**src/rtl/cfgx_pkg.sv**
```systemverilog
// Shared types and fixed field positions for the configuration address translator.
// Assumes the standard type-0 layout: select field starts at composed bit 11.
package cfgx_pkg;
    typedef enum logic [1:0] {
        SZ_BYTE = 2'd0,
        SZ_HALF = 2'd1,
        SZ_WORD = 2'd2,
        SZ_WIDE = 2'd3
    } acc_size_e;

    localparam int SEL_LSB   = 11;  // first select line in the composed address
    localparam int FUNC_W    = 3;
    localparam int REGN_W    = 6;
    localparam int DEVF_W    = 5;   // device field width in the output
    localparam int BUSF_W    = 8;   // bus field width in the output
    localparam int OUT_W     = 32;

    typedef struct packed {
        logic [DEVF_W-1:0] dev;
        logic [FUNC_W-1:0] func;
        logic [REGN_W-1:0] regn;
    } cfg_fields_t;
endpackage

```
**src/rtl/cfgx_lowbit.sv**
```systemverilog
// Lowest-set-bit priority encoder.
// Produces the index of the least significant set bit of vec and a flag telling
// whether any bit is set. When no bit is set, idx is 0.
module cfgx_lowbit #(
    parameter int W     = 21,
    localparam int IDX_W = (W > 1) ? $clog2(W) : 1
) (
    input  logic [W-1:0]     vec,
    output logic             any,
    output logic [IDX_W-1:0] idx
);
    logic [W-1:0] seen;   // bit i: some bit at or below i is set
    logic [W-1:0] first;  // one-hot marker of the lowest set bit

    assign seen[0]  = vec[0];
    assign first[0] = vec[0];

    genvar gi;
    generate
        for (gi = 1; gi < W; gi++) begin : g_chain
            assign seen[gi]  = seen[gi-1] | vec[gi];
            assign first[gi] = vec[gi] & ~seen[gi-1];
        end
    endgenerate

    assign any = seen[W-1];

    // Turn the one-hot marker into a binary index.
    always_comb begin
        idx = '0;
        for (int i = 0; i < W; i++) begin
            if (first[i]) idx = idx | IDX_W'(i);
        end
    end
endmodule

```
**src/rtl/cfgx_align.sv**
```systemverilog
// Alignment checker and all-ones fill generator.
// Assumes size code 3 behaves as a word. The fill is the all-ones read value
// for the access width; the caller decides when to use it.
module cfgx_align
    import cfgx_pkg::*;
(
    input  logic [1:0]       size,
    input  logic [1:0]       addr_lo,
    output logic             fault,
    output logic [OUT_W-1:0] fill
);
    // Decode the size into a fault and a fill pattern.
    always_comb begin
        case (acc_size_e'(size))
            SZ_BYTE: begin
                fault = 1'b0;
                fill  = 32'h0000_00FF;
            end
            SZ_HALF: begin
                fault = addr_lo[0];
                fill  = 32'h0000_FFFF;
            end
            default: begin
                fault = |addr_lo;
                fill  = 32'hFFFF_FFFF;
            end
        endcase
    end
endmodule

```
**src/rtl/cfgx_fields.sv**
```systemverilog
// Field extractor: builds the select vector from the map bits above the access
// bits and takes the function and register numbers from the access address.
// Assumes ADDR_W > SEL_LSB so that the access supplies the low select lines.
module cfgx_fields
    import cfgx_pkg::*;
#(
    parameter int ADDR_W = 16,
    parameter int MAP_W  = 16,
    localparam int SEL_W = ADDR_W + MAP_W - SEL_LSB
) (
    input  logic [ADDR_W-1:0] acc_addr,
    input  logic [MAP_W-1:0]  map_lo,
    output logic [SEL_W-1:0]  sel_vec,
    output logic [FUNC_W-1:0] func,
    output logic [REGN_W-1:0] regn
);
    assign sel_vec = {map_lo, acc_addr[ADDR_W-1:SEL_LSB]};
    assign func    = acc_addr[SEL_LSB-1 -: FUNC_W];
    assign regn    = acc_addr[SEL_LSB-FUNC_W-1 -: REGN_W];
endmodule

```
**src/rtl/cfg_type0_xlate.sv**
```systemverilog
// Type-0 configuration address translator, top level.
// Combinational translation of the access address and map bits, followed by one
// registered output stage loaded when req_valid is high. Flags and out_ok are
// strobe-qualified; address and fill hold their last loaded value.
// Assumes map_cfg[MAP_W] is the not-type-0 bit and bus_num fits the bus field.
module cfg_type0_xlate
    import cfgx_pkg::*;
#(
    parameter int ADDR_W = 16,
    parameter int MAP_W  = 16,
    parameter int BUS_W  = 8,
    localparam int SEL_W = ADDR_W + MAP_W - SEL_LSB,
    localparam int IDX_W = $clog2(SEL_W)
) (
    input  logic              clk,
    input  logic              rst_n,
    input  logic              req_valid,
    input  logic [ADDR_W-1:0] req_addr,
    input  logic [MAP_W:0]    map_cfg,
    input  logic [1:0]        req_size,
    input  logic [BUS_W-1:0]  bus_num,
    output logic              out_stb,
    output logic              out_ok,
    output logic [OUT_W-1:0]  out_cfg_addr,
    output logic              out_type_bad,
    output logic              out_idsel_err,
    output logic              out_align_err,
    output logic [OUT_W-1:0]  out_fill
);
    logic [SEL_W-1:0]  sel_vec;
    logic [FUNC_W-1:0] func;
    logic [REGN_W-1:0] regn;
    logic              sel_any;
    logic [IDX_W-1:0]  dev_idx;
    logic              mis_c;
    logic [OUT_W-1:0]  fill_mask;
    logic              type_bad_c, sel_err_c, ok_c;
    cfg_fields_t       flds;
    logic [OUT_W-1:0]  addr_c, fill_c;

    cfgx_fields #(.ADDR_W(ADDR_W), .MAP_W(MAP_W)) u_fields (
        .acc_addr (req_addr),
        .map_lo   (map_cfg[MAP_W-1:0]),
        .sel_vec  (sel_vec),
        .func     (func),
        .regn     (regn)
    );

    cfgx_lowbit #(.W(SEL_W)) u_lowbit (
        .vec (sel_vec),
        .any (sel_any),
        .idx (dev_idx)
    );

    cfgx_align u_align (
        .size    (req_size),
        .addr_lo (req_addr[1:0]),
        .fault   (mis_c),
        .fill    (fill_mask)
    );

    // Classify the request and pack the configuration address.
    always_comb begin
        type_bad_c = map_cfg[MAP_W];
        sel_err_c  = !type_bad_c && !sel_any;
        ok_c       = !type_bad_c && !sel_err_c && !mis_c;
        flds.dev   = DEVF_W'(dev_idx);
        flds.func  = func;
        flds.regn  = regn;
        addr_c     = ok_c ? {1'b1, 7'd0, BUSF_W'(bus_num), flds, 2'b00} : '0;
        fill_c     = ok_c ? '0 : fill_mask;
    end

    // Output stage: strobe and flags follow req_valid; data loads on a request.
    always_ff @(posedge clk) begin
        if (!rst_n) begin
            out_stb       <= 1'b0;
            out_ok        <= 1'b0;
            out_type_bad  <= 1'b0;
            out_idsel_err <= 1'b0;
            out_align_err <= 1'b0;
            out_cfg_addr  <= '0;
            out_fill      <= '0;
        end else begin
            out_stb       <= req_valid;
            out_ok        <= req_valid && ok_c;
            out_type_bad  <= req_valid && type_bad_c;
            out_idsel_err <= req_valid && sel_err_c;
            out_align_err <= req_valid && mis_c;
            if (req_valid) begin
                out_cfg_addr <= addr_c;
                out_fill     <= fill_c;
            end
        end
    end
endmodule

```
**config.mk**
```make
export PLATFORM = sky130hd
export DESIGN_NAME = cfg_type0_xlate
export DESIGN_NICKNAME = d
export VERILOG_FILES = /design/src/rtl/cfgx_pkg.sv /design/src/rtl/cfgx_lowbit.sv /design/src/rtl/cfgx_align.sv /design/src/rtl/cfgx_fields.sv /design/src/rtl/cfg_type0_xlate.sv
export SDC_FILE = /design/constraint.sdc
export NUM_CORES = 1
export LEC_CHECK = 0
export BUFFER_PORTS_ARGS = -buffer_cell sky130_fd_sc_hd__buf_2
export CELL_PAD_IN_SITES_DETAIL_PLACEMENT = 1
export CELL_PAD_IN_SITES_GLOBAL_PLACEMENT = 1
export CORE_ASPECT_RATIO = 0.75
export CORE_MARGIN = 3
export CORE_UTILIZATION = 33
export DETAILED_ROUTE_END_ITERATION = 12
export PLACE_DENSITY_LB_ADDON = 0.08
export SETUP_SLACK_MARGIN = 0.02
export SYNTH_ARGS = -nofsm -noshare
export SYNTH_HDL_FRONTEND = slang
export SYNTH_HIERARCHICAL = 1
export SYNTH_SLANG_ARGS = --single-unit
export TNS_END_PERCENT = 100
```
**constraint.sdc**
```tcl
create_clock -name clk -period 1.72 [get_ports clk]
set_input_delay 0.086 -clock clk [delete_from_list [all_inputs] [get_ports clk]]
set_output_delay 0.086 -clock clk [all_outputs]
set_load 0.01 [all_outputs]
```
==> impl_results.md <==
- Status: completed
- P_leak: 1.52 nW
- Clock Power Share: 38.1%
- RR Startpoint: out_cfg_addr[7]$_SDFFE_PN0P_
- GR Util met3: 5.99%
- CP max FO: 33
- Hold Violations, Final: 0
- Total power: a little over 3 mW
- Post-route insts no fill: 444
- Minimum clock period: 1.43 ns
- Vias in the first global route: 2140
- CP startpoint kind: input port
- Cell row count: 28
- Combinational Power Share: 14.0%
- Met1 usage: 19.6%
- Antenna-violating nets left: 0
- Worst slew pin tran: a little over 0.8 ns
- Final worst slack: between 0.2 and 0.3 ns
- Dpl ws: -0.0304 ns
- Final period util: 82.9%
- Placed insts: 412
- Area growth from synthesis to layout: 21.5%
- Synth unique cells: 33
- Routed WL: 6.71 mm
- Reg-to-reg slack, setup: 1.08 ns
- Largest net degree at the start of global routing: 36
- Vias: 2129
- Vias/cell: around 4.8
- Compound-Gate Fraction of Synth Area: approximately 24%
- Avg Inst Size Synth: between 10 and 15 um^2
- H-tree depth: 3
- Die height: 85.0 um
- CP Capture Type: flop
- Cells after synthesis: 261
- Post-synth EDFFs: 0
- Slew Limit Headroom: between 40% and 50%
- Pins Over Slew Limit: 0
- Global-route wire length before repair: 10.7 mm
- Switching Share: 25.1%
- Async SR Flop Fraction: 0%
- RSZ-0062 raised after global routing: no
- Final HPWL DP: about 4.8 mm
- Reg clk slew, reported paths: 0.06 ns
- Post-CTS sizing: 0
- IO Count: 115
- Die Area: 9470 um^2
- Met2 Use GR: 20.0%
- Switch Pwr: 0.776 mW
- TritonCTS clock tree: built
- Simple logic cell fraction of the synthesized area: 8.69%
- Top_reg_cell synth: dfxtp_1
- Worst hold start: req_addr[7]
- Most area-hungry cell type in the Yosys netlist: dfxtp_1
- Initial Util: 34.4%
- Total gr overflow: 0
- Yosys top cell area share: 43.7%
- DP Area: between 2000 and 3000 um^2
- RR Endpoint: out_cfg_addr[7]$_SDFFE_PN0P_
- Adder-cell area share of the yosys netlist: 0%
- Hold Path Sink: out_cfg_addr[7]$_SDFFE_PN0P_
- Clk sinks: 60
- Sequential share of power: 47.9%
- Core Region: 7990 um^2
- P per Cell Area: 925 nW/um^2
- Syn. warnings: 6
- Share of layout cells above drive strength 1: 42.2%
- Max_cap viols: 0
- Max Clock Freq: 702 MHz
- Total negative slack: 0 ns
- Clock tree root driver cell: clkbuf_8
- CTS max path bufs: 2
- Worst Path Arrival: 1.64 ns
- Final Instance Area: 3340 um^2
- Hold WC Path Type: in -> reg
- CTS Buf Count: 9
- Initial DRT Pass Iterations: 4
- Wire per inst: 15.1 um
- Clk_skew: 0 ns
- Largest family of logic cells by synthesized area: compound AO/OA/AOI/OAI gates
- Die width: 111 um
- IO buf count: 105
- Max IR drop VDD: approximately 0.43 mV
- Req. time, crit path: roughly 1.9 ns
- Hold depth: 2
- Skew-Pair Late Insertion Delay: 0.32 ns
- Endpoints failing setup: 0
- XOR/XNOR Fraction of Synth Area: 0%
- GP Congestion: 0.844
- Mapped cell area: 2750 um^2
- Drc violations: 0
- GR peak layer: met2
- Hold WS: 0.0241 ns
- Yosys reg bits: 60
- Post-synthesis mux area share: 0%
- Number of diodes: 0
- Final #Nets: 380
- R2R cell count: 1
- Sequential share of the synthesized area: between 40% and 50%
- WS Path Type: in -> reg
- P_int: 2.31 mW
- Final core occ: 41.8%
- Initial antenna violation count: 0
- All-Layer GR Usage: 14.1%
- Dominant cells by area after synthesis: dfxtp_1 44%, a32o_1 20%, buf_4 19%
- Initial drt markers: 92
==> worst max path at each step <==
stage / slack (ns) / to / startpoint / cells past startpoint
after floorplan: 0.07 / out_cfg_addr[15]$_SDFFE_PN0P_ / map_cfg[7] / 8
after detailed placement: -0.03 / out_cfg_addr[16]$_SDFFE_PN0P_ / req_addr[15] / 8
after CTS: 0.32 / out_fill[18]$_SDFFE_PN0P_ / map_cfg[16] / 5
after global routing: 0.22 / out_cfg_addr[17]$_SDFFE_PN0P_ / map_cfg[8] / 8
after global placement: 0.01 / out_cfg_addr[21]$_SDFFE_PN0P_ / req_addr[15] / 8
final: 0.29 / out_fill[27]$_SDFFE_PN0P_ / map_cfg[16] / 5
==> sequential cells by signal, summed over array words and instances, names as in the netlist <==
signal / flops
out_align_err: 1
out_fill: 32
out_stb: 1
out_idsel_err: 1
out_ok: 1
out_cfg_addr: 23
out_type_bad: 1
==> cell usage after synthesis, types with 2 or more instances <==
library cell	n
buf_4	69
dfxtp_1	60
a32o_1	55
nor2_1	13
buf_2	8
a21oi_1	5
inv_1	5
buf_1	4
clkbuf_1	4
nand2_1	4
nor4_4	4
buf_6	3
a31oi_1	2
and3_1	2
conb_1	2
nor2b_1	2
nor3_1	2
o31ai_1	2
==> cells in the final DEF, fill, tap and decap left out, types with 3 or more instances in the layout <==
| master | instances |
|---|---|
| a21oi_1 | 5 |
| a32o_1 | 55 |
| buf_12 | 3 |
| buf_2 | 105 |
| buf_4 | 11 |
| clkbuf_8 | 9 |
| clkinv_2 | 3 |
| conb_1 | 17 |
| dfxtp_1 | 60 |
| dlygate4sd3_1 | 16 |
| inv_1 | 4 |
| nand2_1 | 4 |
| nor2_1 | 13 |
| nor4_4 | 4 |
==> repair_timing <==
| action | in CTS | in global routing |
|---|---|---|
| buffers inserted | 0 | 0 |
| endpoints found under the hold margin | 16 | 0 |
| hold buffers | 16 | 0 |
| endpoints found under the setup margin | 0 | 0 |
==> critical path, cell delays in order <==
cell and delay (ns):
dlygate4sd3_1 0.53, buf_2 0.15, or3b_1 0.42, buf_12 0.19, a32o_1 0.25
==> per-layer routing <==
metal / up-vias / wire, um
li1: 1032 / -
met1: 1022 / 3290
met2: 73 / 2880
met3: 2 / 512
met4: 0 / 26
met5: - / 0
==> final cells by class <==
class / count / area (um^2)
clock inverter: 5 / 52.6
fill: 916 / 4650
clock buffer: 11 / 131
sequential: 60 / 1200
inverter: 5 / 18.8
multi-input combinational: 123 / 976
timing repair buffer: 135 / 828
tap: 105 / 131
==> cells by family (layout without fill, tap and decap cells) <==
family | after synthesis | count (layout)
other cells | 2 | 17
simple gates | 34 | 34
buf+inv | 93 | 156
compound gates | 72 | 72
flops | 60 | 60
==> power by group through the flow <==
stage / registers, mW / clock network [mW] / logic, mW
after floorplan: 1.54 / 0 / 0.305
after global placement: 1.51 / 0 / 0.406
after detailed placement: 1.51 / 0 / 0.407
after CTS: 1.48 / 1.24 / 0.436
after global routing: 1.49 / 1.30 / 0.476
final: 1.48 / 1.18 / 0.431
Power figures use the tool's default switching activity.
